--- src/rtl/can_fc_pkg.sv ---
package can_fc_pkg;
  typedef enum logic [1:0] {
    FC_ACTIVE  = 2'd0,
    FC_PASSIVE = 2'd1,
    FC_BUSOFF  = 2'd2
  } fc_state_e;
endpackage

--- src/rtl/fc_err_counters.sv ---
module fc_err_counters #(
  parameter int unsigned CNT_W  = 9,
  parameter int unsigned TX_INC = 8,
  parameter int unsigned RX_INC = 1
) (
  input  logic             clk_i,
  input  logic             rst_ni,
  input  logic             clr_i,
  input  logic             hold_i,
  input  logic             tx_err_i,
  input  logic             rx_err_i,
  input  logic             tx_ok_i,
  input  logic             rx_ok_i,
  output logic [CNT_W-1:0] tec_nx_o,
  output logic [CNT_W-1:0] rec_nx_o,
  output logic [CNT_W-1:0] tec_o,
  output logic [CNT_W-1:0] rec_o
);
  localparam int unsigned NLANE = 2;

  logic [NLANE-1:0] up, dn;
  logic [CNT_W-1:0] cnt_q  [NLANE];
  logic [CNT_W-1:0] cnt_nx [NLANE];

  assign up = {rx_err_i, tx_err_i};
  assign dn = {rx_ok_i,  tx_ok_i};

  // lane 0 = transmit, lane 1 = receive
  for (genvar g = 0; g < NLANE; g++) begin : g_lane
    localparam int unsigned INC = (g == 0) ? TX_INC : RX_INC;
    logic [CNT_W:0] sum;

    assign sum = {1'b0, cnt_q[g]} + (CNT_W+1)'(INC);

    always_comb begin
      if (hold_i)                        cnt_nx[g] = cnt_q[g];
      else if (up[g])                    cnt_nx[g] = sum[CNT_W] ? '1 : sum[CNT_W-1:0];
      else if (dn[g] && cnt_q[g] != '0)  cnt_nx[g] = cnt_q[g] - 1'b1;
      else                               cnt_nx[g] = cnt_q[g];
    end

    always_ff @(posedge clk_i or negedge rst_ni) begin
      if (!rst_ni)    cnt_q[g] <= '0;
      else if (clr_i) cnt_q[g] <= '0;
      else            cnt_q[g] <= cnt_nx[g];
    end
  end

  assign tec_nx_o = cnt_nx[0];
  assign rec_nx_o = cnt_nx[1];
  assign tec_o    = cnt_q[0];
  assign rec_o    = cnt_q[1];
endmodule

--- src/rtl/fc_busoff_recovery.sv ---
module fc_busoff_recovery #(
  parameter int unsigned RUN_LEN = 11,
  parameter int unsigned RUN_NUM = 128
) (
  input  logic clk_i,
  input  logic rst_ni,
  input  logic en_i,
  input  logic bit_valid_i,
  input  logic bit_rec_i,
  output logic done_o
);
  localparam int unsigned BW = (RUN_LEN > 1) ? $clog2(RUN_LEN) : 1;
  localparam int unsigned RW = (RUN_NUM > 1) ? $clog2(RUN_NUM) : 1;

  logic [BW-1:0] bit_q;
  logic [RW-1:0] run_q;
  logic          run_end;

  assign run_end = bit_valid_i & bit_rec_i & (bit_q == BW'(RUN_LEN - 1));
  assign done_o  = en_i & run_end & (run_q == RW'(RUN_NUM - 1));

  always_ff @(posedge clk_i or negedge rst_ni) begin
    if (!rst_ni) begin
      bit_q <= '0;
      run_q <= '0;
    end else if (!en_i) begin
      bit_q <= '0;
      run_q <= '0;
    end else if (bit_valid_i) begin
      if (!bit_rec_i) begin
        bit_q <= '0;  // dominant bit restarts the current run only
      end else if (run_end) begin
        bit_q <= '0;
        run_q <= done_o ? '0 : run_q + 1'b1;
      end else begin
        bit_q <= bit_q + 1'b1;
      end
    end
  end
endmodule

--- src/rtl/fc_state_fsm.sv ---
module fc_state_fsm
  import can_fc_pkg::*;
#(
  parameter int unsigned CNT_W       = 9,
  parameter int unsigned PASSIVE_LIM = 127,
  parameter int unsigned BOFF_LIM    = 255
) (
  input  logic             clk_i,
  input  logic             rst_ni,
  input  logic             init_i,
  input  logic             recover_i,
  input  logic [CNT_W-1:0] tec_nx_i,
  input  logic [CNT_W-1:0] rec_nx_i,
  output fc_state_e        state_o,
  output logic             clr_o
);
  localparam logic [CNT_W-1:0] PLIM = CNT_W'(PASSIVE_LIM);
  localparam logic [CNT_W-1:0] BLIM = CNT_W'(BOFF_LIM);

  fc_state_e st_q, st_d;
  logic      to_boff;

  assign to_boff = (st_q != FC_BUSOFF) && (tec_nx_i > BLIM);

  always_comb begin
    st_d = st_q;
    unique case (st_q)
      FC_ACTIVE: begin
        if (to_boff)                                st_d = FC_BUSOFF;
        else if (tec_nx_i > PLIM || rec_nx_i > PLIM) st_d = FC_PASSIVE;
      end
      FC_PASSIVE: begin
        if (to_boff)                                st_d = FC_BUSOFF;
        else if (tec_nx_i < PLIM && rec_nx_i < PLIM) st_d = FC_ACTIVE;
      end
      FC_BUSOFF: if (recover_i) st_d = FC_ACTIVE;
      default:   st_d = FC_ACTIVE;
    endcase
    if (init_i) st_d = FC_ACTIVE;
  end

  always_ff @(posedge clk_i or negedge rst_ni) begin
    if (!rst_ni) st_q <= FC_ACTIVE;
    else         st_q <= st_d;
  end

  assign state_o = st_q;
  assign clr_o   = init_i | to_boff;
endmodule

--- src/rtl/can_fault_conf.sv ---
module can_fault_conf
  import can_fc_pkg::*;
#(
  parameter int unsigned CNT_W       = 9,
  parameter int unsigned TX_INC      = 8,
  parameter int unsigned RX_INC      = 1,
  parameter int unsigned PASSIVE_LIM = 127,
  parameter int unsigned BOFF_LIM    = 255,
  parameter int unsigned RUN_LEN     = 11,
  parameter int unsigned RUN_NUM     = 128
) (
  input  logic             clk_i,
  input  logic             rst_ni,
  input  logic             init_i,
  input  logic             tx_err_i,
  input  logic             rx_err_i,
  input  logic             tx_ok_i,
  input  logic             rx_ok_i,
  input  logic             bit_valid_i,
  input  logic             bit_val_i,
  input  logic             ack_slot_i,
  input  logic [2:0]       irq_mask_i,
  output logic [CNT_W-1:0] tec_o,
  output logic [CNT_W-1:0] rec_o,
  output logic             st_active_o,
  output logic             st_passive_o,
  output logic             st_busoff_o,
  output logic             err_frame_o,
  output logic             err_passive_o,
  output logic             ack_err_o,
  output logic             suspend_o,
  output logic             drive_inhibit_o,
  output logic             irq_o
);
  fc_state_e        state;
  logic             busoff, passive, live;
  logic             ack_det, tx_err_eff, any_err;
  logic             clr, recover;
  logic [CNT_W-1:0] tec_nx, rec_nx;

  assign busoff     = (state == FC_BUSOFF);
  assign passive    = (state == FC_PASSIVE);
  assign live       = ~busoff & ~init_i;
  assign ack_det    = live & bit_valid_i & ack_slot_i & bit_val_i;
  assign tx_err_eff = tx_err_i | ack_det;
  assign any_err    = live & (tx_err_i | rx_err_i | ack_det);

  fc_err_counters #(
    .CNT_W (CNT_W),
    .TX_INC(TX_INC),
    .RX_INC(RX_INC)
  ) u_cnt (
    .clk_i   (clk_i),
    .rst_ni  (rst_ni),
    .clr_i   (clr),
    .hold_i  (busoff),
    .tx_err_i(tx_err_eff),
    .rx_err_i(rx_err_i),
    .tx_ok_i (tx_ok_i),
    .rx_ok_i (rx_ok_i),
    .tec_nx_o(tec_nx),
    .rec_nx_o(rec_nx),
    .tec_o   (tec_o),
    .rec_o   (rec_o)
  );

  fc_state_fsm #(
    .CNT_W      (CNT_W),
    .PASSIVE_LIM(PASSIVE_LIM),
    .BOFF_LIM   (BOFF_LIM)
  ) u_fsm (
    .clk_i    (clk_i),
    .rst_ni   (rst_ni),
    .init_i   (init_i),
    .recover_i(recover),
    .tec_nx_i (tec_nx),
    .rec_nx_i (rec_nx),
    .state_o  (state),
    .clr_o    (clr)
  );

  fc_busoff_recovery #(
    .RUN_LEN(RUN_LEN),
    .RUN_NUM(RUN_NUM)
  ) u_rcv (
    .clk_i      (clk_i),
    .rst_ni     (rst_ni),
    .en_i       (busoff),
    .bit_valid_i(bit_valid_i),
    .bit_rec_i  (bit_val_i),
    .done_o     (recover)
  );

  // flag type follows the state at detection time
  always_ff @(posedge clk_i or negedge rst_ni) begin
    if (!rst_ni) begin
      err_frame_o   <= 1'b0;
      err_passive_o <= 1'b0;
      ack_err_o     <= 1'b0;
      suspend_o     <= 1'b0;
    end else begin
      err_frame_o   <= any_err;
      err_passive_o <= any_err & passive;
      ack_err_o     <= ack_det;
      suspend_o     <= live & tx_ok_i & passive;
    end
  end

  assign st_active_o     = (state == FC_ACTIVE);
  assign st_passive_o    = passive;
  assign st_busoff_o     = busoff;
  assign drive_inhibit_o = busoff;
  assign irq_o           = |({busoff, passive, st_active_o} & irq_mask_i);
endmodule

--- config.mk ---
export PLATFORM = sky130hd
export DESIGN_NAME = can_fault_conf
export DESIGN_NICKNAME = d
export VERILOG_FILES = /design/src/rtl/can_fc_pkg.sv /design/src/rtl/fc_err_counters.sv /design/src/rtl/fc_busoff_recovery.sv /design/src/rtl/fc_state_fsm.sv /design/src/rtl/can_fault_conf.sv
export SDC_FILE = /design/constraint.sdc
export NUM_CORES = 1
export LEC_CHECK = 0
export ABC_AREA = 1
export BUFFER_PORTS_ARGS = -buffer_cell sky130_fd_sc_hd__buf_4
export CAP_MARGIN = 40
export CORE_MARGIN = 4
export CORE_UTILIZATION = 35
export CTS_CLUSTER_SIZE = 16
export DETAILED_ROUTE_END_ITERATION = 6
export PLACE_DENSITY = 0.64
export REMOVE_ABC_BUFFERS = 1
export SLEW_MARGIN = 5
export SYNTH_ARGS = -nofsm -noshare
export SYNTH_HDL_FRONTEND = slang
export SYNTH_SLANG_ARGS = --single-unit
--- constraint.sdc ---
create_clock -name clk_i -period 1.8 [get_ports clk_i]
set_input_delay 0 -clock clk_i [delete_from_list [all_inputs] [get_ports clk_i]]
set_output_delay 0 -clock clk_i [all_outputs]
set_load 0.1 [all_outputs]
## Word level (Yosys, flattened, before mapping)

Cells that the tools add are included.

| cells by class | value |
|---|---|
| $add $sub $neg | 6 |
| magnitude comparators | 5 |
| eq/ne operators | 11 |
| mux-type cells | 26 |
| bitwise gates (word level) | 19 |
| reductions and logical operators | 11 |

Operators with widths:

| operator | number |
|---|---|
| two-way mux 9 bit | 10 |
| two-way mux 7 bit | 5 |
| greater-than comparator 9 x 7 -> 1 bit (second input constant) | 2 |
| < comparator 9 x 7 -> 1 bit (second input constant) | 2 |
| nonzero test 9 bit | 2 |
| subtractor 9 x 1 -> 9 bit (second input constant) | 2 |
| two-way mux 4 bit | 4 |
| bitwise AND 1 bit | 12 |
| two-way mux 2 bit | 6 |
| adder 9 x 1 -> 10 bit (second input constant) | 1 |
| adder 9 x 4 -> 10 bit (second input constant) | 1 |
| greater-than comparator 9 x 8 -> 1 bit (second input constant) | 1 |
| != test 4 x 2 -> 1 bit (second input constant) | 2 |
| adder 7 x 1 -> 7 bit (second input constant) | 1 |
| equality test 7 bit (second input constant) | 1 |
| != test 2 bit (second input constant) | 3 |
| one-hot mux 2 bit (3 select lines) | 1 |
| AND reduction 3 bit | 2 |
| adder 4 x 1 -> 4 bit (second input constant) | 1 |
| equality test 4 bit (second input constant) | 1 |
| logical AND 1 bit | 4 |
| bitwise OR 1 bit | 4 |
| bitwise AND 3 bit | 1 |
| != test 3 x 2 -> 1 bit (second input constant) | 1 |
| 7 further kinds | 8 |

| storage, ports and cells | value |
|---|---|
| register bits | 35 |
| input port bits | 13 |
| output and inout bits | 27 |
| word-level logic and storage cells | 87 |

## Logic depth before layout (Yosys ltp)

Gate-level depths: netlist of the first run.

| depth | value |
|---|---|
| word-level depth | 15 |
| mapped depth | 18 |
| mapped depth without buffers | 18 |

## By module

Synthesis of the first run repeated with hierarchy kept, for this count alone.

| unflattened totals | value |
|---|---|
| cells, all modules | 468 |
| area total of the unflattened synthesis | 3060.4 um^2 |

By module, submodules not included:

| module | instances | cells an instance | area each (um^2) | sequential area each (um^2) |
|---|---|---|---|---|
| fc_err_counters | 1 | 318 | 1971.9 | 450.4 |
| fc_busoff_recovery | 1 | 88 | 683.2 | 275.3 |
| can_fault_conf | 1 | 25 | 209.0 | 100.1 |
| fc_state_fsm | 1 | 37 | 196.4 | 50.0 |

## Worst setup path before layout of the first run

Ideal clock, no wire load.

| timing | value |
|---|---|
| path kind | register -> output |
| from | register u_fsm.st_q[1], in the netlist u_fsm.state_o[1] |
| to | output port irq_o |
| arrival | 2.652 ns |
| data required time | 1.800 ns |
| setup slack | -0.852 ns |
| cell stages (with the launch flop) | 4 |
| cell sequence | dfrtp_1 -> nor2_1 -> nand2_1 -> nand3_1 |

| on the way | value |
|---|---|
| word-level cells in the longest chain between the ends | 3 |
| elaborated cells between the ends (all ways) | 5 |
| classes of those cells | 2 x eq/ne; 1 x bitwise; 2 x reduce/logical |

RTL lines:

| element | line | RTL |
|---|---|---|
| from (decl) | fc_state_fsm.sv:20 | `fc_state_e st_q, st_d;` |
| from (signal assigned) | fc_state_fsm.sv:44 | `else st_q <= st_d;` |
| equality test 2 x 1 -> 1 bit | can_fault_conf.sv:42 | `assign passive = (state == FC_PASSIVE);` |
| named net st_passive_o | can_fault_conf.sv:26 | `output logic st_passive_o,` |
| bitwise AND 3 bit | can_fault_conf.sv:113 | `assign irq_o = \|({busoff, passive, st_active_o} & irq_mask_i);` |
| OR reduction 3 bit | can_fault_conf.sv:113 |  |
| to (decl) | can_fault_conf.sv:33 | `output logic irq_o` |

The timed path passes the listed nets, and every way through them passes these cells.

## Final worst setup path of the first run

| timing | value |
|---|---|
| from | register u_cnt.cnt_q, in the netlist u_cnt.rec_o[1] |
| to | register u_fsm.st_q[0], in the netlist u_fsm.state_o[0] |

| on the way | value |
|---|---|
| word-level cells in the longest chain between the ends | 9 |
| elaborated cells between the ends (all ways) | 15 |
| classes of those cells | 2 x add/sub; 2 x order compare; 2 x eq/ne; 4 x mux; 5 x reduce/logical |

RTL lines:

| element | line | RTL |
|---|---|---|
| from (decl) | fc_err_counters.sv:22 | `logic [CNT_W-1:0] cnt_q [NLANE];` |
| from (signal, indexed assignment) | fc_err_counters.sv:45 | `else cnt_q[g] <= cnt_nx[g];` |
| parallel branches: the longest is 4 deep, another holds adder 9 x 1 -> 10 bit | - |  |
| two-way mux 9 bit (*) | fc_err_counters.sv:36 | `if (hold_i) cnt_nx[g] = cnt_q[g];` |
| < comparator 9 x 7 -> 1 bit or greater-than comparator 9 x 7 -> 1 bit (tied branches) | fc_state_fsm.sv:34, fc_state_fsm.sv:30 |  |
| logical AND 1 bit or logical OR 1 bit (tied branches) | fc_state_fsm.sv:34, fc_state_fsm.sv:30 |  |
| != test 4 x 2 -> 1 bit (no source line) | - |  |
| AND reduction 3 bit (no source line) (*) | - |  |

Mark *: on every way between the ends.
A chain may end at the register's enable or synchronous reset.

==> results of run 1 <==
[synthesized netlist by cell type (all sizes together)]
| library cell | instances |
|---|---|
| o21bai | 1 |
| a22o | 1 |
| o22ai | 4 |
| nor3 | 3 |
| mux2i | 1 |
| inv | 58 |
| or2 | 1 |
| o21ai | 12 |
| a31oi | 2 |
| xnor2 | 3 |
| ha | 10 |
| nor2 | 54 |
| buf | 11 |
| clkbuf | 1 |
| nand2 | 148 |
| clkinv | 1 |
| xor2 | 12 |
| a21oi | 25 |
| nand3 | 42 |
| o31ai | 2 |
| nand4 | 8 |
| nand3b | 2 |
| dfrtp | 35 |
[stage by stage]
stage          worst slack (ps)  cells  power [W]
3_3_place_gp               -153    634    0.00499
5_1_grt                    -247    659    0.00652
4_1_cts                    -107    654    0.00591
2_1_floorplan             -1600    425    0.00373
3_5_place_dp               -189    634    0.00503
6_report                   -114    659    0.00608
[final cells by class]
class                           count  area, sq um  share of cell area
Tap cell                          105          131              0.0315
Timing Repair Buffer              121          926               0.222
Inverter                           59          221              0.0531
Multi-Input combinational cell    331         1910               0.458
Clock buffer                        8          100              0.0240
Sequential cell                    35          882               0.212
[sequential cells by signal, indices dropped and copies added, names as in the netlist]
| register | count |
|---|---|
| ack_err_o | 1 |
| err_frame_o | 1 |
| err_passive_o | 1 |
| suspend_o | 1 |
| u_cnt.rec_o | 9 |
| u_cnt.tec_o | 9 |
| u_fsm.state_o | 2 |
| u_rcv.bit_q | 4 |
| u_rcv.run_q | 7 |
[worst max-delay path, delay by kind of cell (launching register included)]
family / cells / cell delay, ps
AND/OR/NAND/NOR: 8 / 670
flip-flops: 1 / 390
buffers and inverters: 2 / 300
AO/OA/AOI/OAI: 1 / 230
XOR/XNOR: 1 / 220
[worst max path at each step]
| stage | start | to | cells past startpoint |
|---|---|---|---|
| after detailed placement | u_cnt.tec_o[4] | u_fsm.state_o[0] | 13 |
| final | u_cnt.rec_o[1] | u_fsm.state_o[0] | 12 |
| after floorplan | u_fsm.state_o[1] | u_fsm.state_o[0] | 13 |
| after global routing | u_cnt.rec_o[1] | u_fsm.state_o[0] | 15 |
| after CTS | u_cnt.tec_o[1] | u_fsm.state_o[0] | 16 |
| after global placement | u_cnt.tec_o[4] | u_fsm.state_o[0] | 13 |
[power by group through the flow]
stage,Combinational (W),Sequential (W),Clock [W]
final,0.00435,0.00109,0.000639
after detailed placement,0.00396,0.00108,0
after CTS,0.00418,0.00107,0.000654
after floorplan,0.00190,0.00183,0
after global routing,0.00473,0.00110,0.000693
after global placement,0.00392,0.00107,0
[cell families after synthesis]
logic type | synth area share
compound gates | 0.0983
xor+xnor | 0.0449
flops | 0.299
mux | 0.00342
buf+inv | 0.114
simple gates | 0.398
fa+ha+maj | 0.0428
[layer usage]
metal,up-vias,GRT usage
met5,-,0
li1,1611,-
met3,9,0.0302
met1,1465,0.226
met4,0,0.0326
met2,64,0.278
[timing repair]
| action | 4_1_cts | 5_1_grt |
|---|---|---|
| hold buffers | 2 | 0 |
| buffers inserted | 10 | 5 |
| gates resized for setup | 26 | 34 |
| endpoints found under the setup margin | 19 | 19 |
| pin swaps | 22 | 19 |
| endpoints found under the hold margin | 37 | 0 |
==> flow_summary.ini, run 1 <==
[clocking]
root_buffer = clkbuf_8
clk_pin_slew_ps = 70
cts_buffer_depth = 2
clkSinkCount = 35
htree_levels = 2
clock_latency_ps = 290
cts_tree = done
cts_inserted_buffers = 5

[job]
maxCapViolCount = 0

[setup_path]
arrival_ps = 2110
worstPathRequired_ps = 1990
critPathMaxFanout = 4
r2r-start = u_cnt.rec_o[1]
crit_type = reg2reg
crit_chain = buf_4 -> buf_4 -> nor2_4 -> nand2_1 -> nor2_2 -> xor2_1 -> nand2_1 -> nand3_1 -> nand2_2 -> nand3_2 -> nor2_2 -> o31ai_1
max_stage_delay_ps = 390
cp-end-kind = register
slowest_stage = dfrtp_1
rr_worst_depth = 12
reg2reg_slack_ps = -110
cp-start-kind = register
r2r-end = u_fsm.state_o[0]

[hold_path]
hp-start = bit_val_i
hold_depth = 3
hold_class = in2reg
min_to = u_rcv.bit_q[3]

[sta]
hold_viol_final = 0
slew_viol_final = 0
finalWorstSetupSlack_ps = -114
finalSetupTns_ps = -123
min_period_ps = 1910
finalCritPeriodShare = 1.06
setup_viol = 2
skew_ps = 9.83
relSlewSlack = 0.691
rsz0062_at_grt = true
fin_hold_ws_ps = 10.2
fmax_ghz = 0.522
worst_pin_slew_ps = 463

[power_and_ir_drop]
powerDensity_mw_per_mm2 = 1460
power.switching_w = 0.00325
p_int_w = 0.00283
seqPwrFrac = 0.179
p_sw_frac = 0.534
power_frac_comb = 0.716
clkPwrFrac = 0.105
p_leak_nw = 2.17
irDropWorstVdd_mv = 0.588

[status]
violations = negative setup slack
status = finished, violations left

[placed_design]
place.port_buffers = 39
hpwl_microns = 6210
gp_routability_congestion = 0.892
place_area_sq_mm = 0.00374

[grt]
first_global_vias = 2988
grt_first_pass_wirelength_microns = 13600
grt-ovfl-total = 0
grt_max_degree = 36
antenna_found_initial = 0
grt.total_usage = 0.166

[final_layout]
drive_above_1_share = 0.392
layout_common_cells = nand2_1 (125), buf_4 (118), inv_1 (38)
fin_util = 0.510
final_common_cell = nand2_1
diodes = 0
nets = 576
fillCellCount = 823
area_delta_synth_final_pct = 42.4
final_area_sq_mm = 0.00417

[floorplanning]
die_w_microns = 99.4
io_pins = 40
dieArea_sq_mm = 0.00989
core_area_sq_mm = 0.00818
rows = 33
start_util = 0.358
die-height_microns = 99.4

[route]
wl_met1_microns = 3820
dr_wl_met2_microns = 3840
drc_errors = 0
wire_per_inst_microns = 12.4
routed_wl_microns = 8150
dr.pass1.iters = 4
wl_met3_microns = 412
vias_per_cell = 4.78
drtIter0Drc = 115
highest_layer = met4
vias = 3149
antenna_left = 0

[synth]
synth.distinct_cells = 37
synth_top_area_share = 0.299
ys_ff_latch = 35
synth.area.top_cells = dfrtp_1 (30%), nand2_1 (17%), nand3_1 (6.8%)
syn_area_per_cell_sq_um = 6.70
yosysWarnings = 0
synth_area_sq_mm = 0.00293
synth_top_cell_by_area = dfrtp_1
seq_area_frac_synth = 0.299
synthCells = 437
Power figures use the tool's default switching activity.
==> run 2, diff against run 1 <==
- CTS_CLUSTER_SIZE: 16 -> default
- HOLD_SLACK_MARGIN: default -> 0.03
- SETUP_SLACK_MARGIN: default -> 0.2
==> flow_summary.ini, run 2 (synthesized netlist as in run 1, its figures left out) <==
[status]
status = finished, violations left
violations = negative setup slack

[setup_path]
rr_worst_depth = 12
cp_num_buf_inv = 2
cp_num_cells = 12
worstPathRequired_ps = 1990
critPathMaxFanout = 4
crit_type = reg2reg
reg2reg_slack_ps = -110
arrival_ps = 2100
r2r-start = u_cnt.rec_o[1]
r2r-end = u_fsm.state_o[0]
max_stage_delay_ps = 390
cp-end-kind = register
cp-start-kind = register
crit_start = u_cnt.rec_o[1]
crit_end = u_fsm.state_o[0]
path_delay_family = simple AND/OR/NAND/NOR gates
slowest_stage = dfrtp_1
crit_chain = buf_4 -> buf_4 -> nor2_4 -> nand2_1 -> nor2_2 -> xor2_1 -> nand2_1 -> nand3_1 -> nand2_2 -> nand3_2 -> nor2_2 -> o31ai_1

[job]
maxCapViolCount = 0

[final_layout]
final_area_sq_mm = 0.00424
fin_util = 0.518
final_cells = 661
layout_common_cells = nand2_1 (125), buf_4 (116), inv_1 (37)
diodes = 0
drive_above_1_share = 0.405
nets = 578
final_common_cell = nand2_1
area_delta_synth_final_pct = 44.8

[route]
antenna_left = 0
vias = 3152
drc_errors = 0
dr.pass1.iters = 4
drtIter0Drc = 108
wire_per_inst_microns = 12.5
vias_per_cell = 4.77
routed_wl_microns = 8240

[sta]
skew_ps = 9.84
finalCritPeriodShare = 1.06
min_period_ps = 1910
relSlewSlack = 0.693
worst_pin_slew_ps = 461
rsz0062_at_grt = true
finalWorstSetupSlack_ps = -110
hold_viol_final = 0
slew_viol_final = 0
setup_viol = 3
fmax_ghz = 0.523
fin_hold_ws_ps = 41.8

[placed_design]
place.port_buffers = 39
gp_routability_congestion = 0.892
dp.cells = 634
hpwl_microns = 6210
place_area_sq_mm = 0.00374

[clocking]
clock_latency_ps = 290
cts_buffer_depth = 2
cts_tree = done
root_buffer = clkbuf_8
cts_inserted_buffers = 5
htree_levels = 2
clk_pin_slew_ps = 80
clkSinkCount = 35

[floorplanning]
io_pins = 40
core_area_sq_mm = 0.00818
dieArea_sq_mm = 0.00989
start_util = 0.358
rows = 33
die-height_microns = 99.4
die_w_microns = 99.4

[power_and_ir_drop]
p_leak_nw = 2.20
powerDensity_mw_per_mm2 = 1450
irDropWorstVdd_mv = 0.589
fin_total_pwr_w = 0.00615

[grt]
antenna_found_initial = 0
first_global_vias = 3017
grt-ovfl-total = 0
grt_max_degree = 36
grt_first_pass_wirelength_microns = 13700
grt.total_usage = 0.167

[hold_path]
hold_class = in2reg
run 2: changes by cell type in the layout (fill, tap and decap cells not counted), moves of 2 or more:
cell	previous run	this run
nor2_1	34	30
nor2_2	13	16
buf_4	118	116
dlygate4sd3_1	2	4
run 2: worst min-delay path, stage by stage:
cell and delay, ps:
buf_4 100, inv_1 80, nor2_1 110
run 2: timing repair:
action / 4_1_cts / 5_1_grt
pin swaps: 22 / 20
gates resized for setup: 28 / 47
hold endpoints to repair: 39 / 0
setup endpoints to repair: 21 / 28
buffers inserted: 10 / 5
hold buffers: 4 / 0
run 2: area by class of cell:
cell class | count | area, sq um
clock buffer | 8 | 100
fill | 815 | 3940
inverter | 59 | 223
multi-input combinational | 331 | 1940
sequential | 35 | 882
tap | 105 | 131
timing repair buffer | 123 | 962
run 2: worst min path at each step:
stage | startpoint | to | slack [ps] | cells past startpoint
floorplan | rst_ni | ack_err_o | -300 | 0
global placement | rst_ni | u_cnt.tec_o[1] | -4 | 1
detailed placement | rst_ni | u_cnt.tec_o[0] | -6 | 1
CTS | tx_ok_i | suspend_o | 40 | 3
global route | tx_ok_i | suspend_o | 60 | 3
finish | tx_ok_i | suspend_o | 40 | 3
run 2: power breakdown:
part           internal, W  switching, W  leakage [nW]
Combinational      0.00162       0.00281          1.68
Clock             0.000350      0.000290        0.0515
Sequential        0.000915      0.000175         0.468
run 2: routing by layer:
metal / share of wire / track usage / up-vias
met5: 0 / 0 / -
met4: 0.010 / 0.0326 / 0
met3: 0.052 / 0.0302 / 9
met2: 0.48 / 0.282 / 67
met1: 0.46 / 0.226 / 1462
li1: - / - / 1614
run 2: per-stage QoR:
stage | setup TNS (ps) | worst slack, ps
after floorplan | -20940 | -1600
after global placement | -906 | -153
after detailed placement | -1490 | -189
after CTS | -170 | -107
after global routing | -2080 | -247
final | -126 | -110
==> run 3, diff against run 2 <==
- BUFFER_PORTS_ARGS: -buffer_cell sky130_fd_sc_hd__buf_4 -> -buffer_cell sky130_fd_sc_hd__buf_2
- CORE_UTILIZATION: 35 -> 59
- PLACE_DENSITY: 0.64 -> 0.91
- clock period: 1.8 -> 2.3 ns (I/O delays scaled with it)
==> flow_summary.ini, run 3 (synthesized netlist as in run 1, its figures left out) <==
[setup_path]
crit_start = u_fsm.state_o[1]
reg2reg_slack_ps = 200
rr_worst_depth = 12
cp-end-kind = register
r2r-end = u_fsm.state_o[0]
path_delay_family = simple AND/OR/NAND/NOR gates
max_stage_delay_ps = 420
cp_num_buf_inv = 0
crit_end = u_fsm.state_o[0]
r2r-start = u_fsm.state_o[1]
worstPathRequired_ps = 2470
cp-start-kind = register
crit_type = reg2reg
cp_common_cell = nand2_2
cp_num_cells = 12
crit_chain = nand2_2 -> nand2_2 -> o21bai_4 -> nand2_2 -> nand2_2 -> o21ai_2 -> a21oi_4 -> nand2_1 -> nor2_2 -> nand3_1 -> nand2_1 -> o31ai_1
slowest_stage = dfrtp_1
arrival_ps = 2280
critPathMaxFanout = 12

[power_and_ir_drop]
powerDensity_mw_per_mm2 = 1230
p_sw_frac = 0.581
p_leak_nw = 1.80
p_int_w = 0.00173
irDropWorstVdd_mv = 0.587
seqPwrFrac = 0.217
power_frac_comb = 0.651
power.switching_w = 0.00239
clkPwrFrac = 0.132
fin_total_pwr_w = 0.00412

[clocking]
cts_tree = done
clkSinkCount = 35
cts_inserted_buffers = 5
htree_levels = 2
clock_latency_ps = 290
clk_pin_slew_ps = 70
cts_buffer_depth = 2
root_buffer = clkbuf_8

[sta]
finalWorstSetupSlack_ps = 199
finalCritPeriodShare = 0.914
rsz0062_at_grt = true
relSlewSlack = 0.476
skew_ps = 2.69
setup_viol = 0
fmax_ghz = 0.476
worst_pin_slew_ps = 786
hold_viol_final = 0
slew_viol_final = 0
min_period_ps = 2100

[final_layout]
nets = 507
drive_above_1_share = 0.236
fillCellCount = 393
final_common_cell = nand2_1
diodes = 0
layout_common_cells = nand2_1 (134), inv_1 (43), nor2_1 (41)
regArea_sq_um = 878
fin_util = 0.707
multi_input_area_sq_mm = 0.00177
area_delta_synth_final_pct = 14.9
final_area_sq_mm = 0.00336

[grt]
first_global_vias = 2931
grt_first_pass_wirelength_microns = 13200
antenna_found_initial = 0
grt-ovfl-total = 0
grt_max_degree = 36
grt.total_usage = 0.265

[route]
vias_per_cell = 5.51
antenna_left = 0
drtIter0Drc = 349
drc_errors = 0
dr.pass1.iters = 6
vias = 3034
routed_wl_microns = 7730
wire_per_inst_microns = 14.0

[floorplanning]
rows = 25
die_w_microns = 78.4
io_pins = 40
start_util = 0.616
core_area_sq_mm = 0.00475
dieArea_sq_mm = 0.00615
die-height_microns = 78.4

[hold_path]
hold_class = in2reg

[placed_design]
place_ws_ps = 177
place.port_buffers = 39
hpwl_microns = 5470
place_area_sq_mm = 0.00312
gp_routability_congestion = 0.970

[job]
maxCapViolCount = 0

[status]
status = completed
## run 3: power groups by stage
stage                     clock [W]  combinational (W)  sequential (W)
after global placement            0            0.00246        0.000885
final                      0.000545            0.00268        0.000893
after CTS                  0.000551            0.00255        0.000875
after detailed placement          0            0.00251        0.000891
after global routing       0.000580            0.00293        0.000910
after floorplan                   0            0.00149         0.00143
## run 3: final cells by class
class,instances,area share
Multi-Input combinational cell,331,0.527
Sequential cell,35,0.261
Clock buffer,5,0.0205
Inverter,59,0.0659
Clock inverter,2,0.0112
Timing Repair Buffer,52,0.0893
Tap cell,67,0.0249
## run 3: stage by stage
step           hold slack (ps)  std cells  TNS, ps
3_5_place_dp               124        534        0
2_1_floorplan             -296        425    -9070
3_3_place_gp               114        534        0
5_1_grt                   63.2        551        0
4_1_cts                   57.0        546        0
6_report                  65.0        551        0
## run 3: worst min-delay path: stages
cell and delay, ps:
buf_2 90, or2_2 150, a21oi_1 80
## run 3: layer usage
layer	global-route usage	vias to the layer above	share of wire	wire, microns
met2	0.446	157	0.49	3820
met1	0.345	1398	0.42	3220
met4	0.0647	0	0.014	112
met5	0	-	0	0
met3	0.0608	12	0.075	581
li1	-	1467	-	-
## run 3: worst min-delay path by stage
stage | from | end | slack (ps) | cells past startpoint
global route | ack_slot_i | ack_err_o | 60 | 3
global placement | rst_ni | u_cnt.tec_o[5] | 110 | 1
CTS | bit_valid_i | u_rcv.bit_q[2] | 60 | 3
detailed placement | rst_ni | u_cnt.tec_o[5] | 120 | 1
finish | bit_valid_i | u_rcv.bit_q[2] | 60 | 3
floorplan | rst_ni | ack_err_o | -300 | 0
## run 3: repair_timing
| item | 4_1_cts | 5_1_grt |
|---|---|---|
| pin swaps | 0 | 3 |
| endpoints found under the hold margin | 39 | 0 |
| setup endpoints to repair | 1 | 18 |
| setup buffers | 2 | 5 |
| resized for setup | 1 | 16 |
| hold buffers | 3 | 0 |
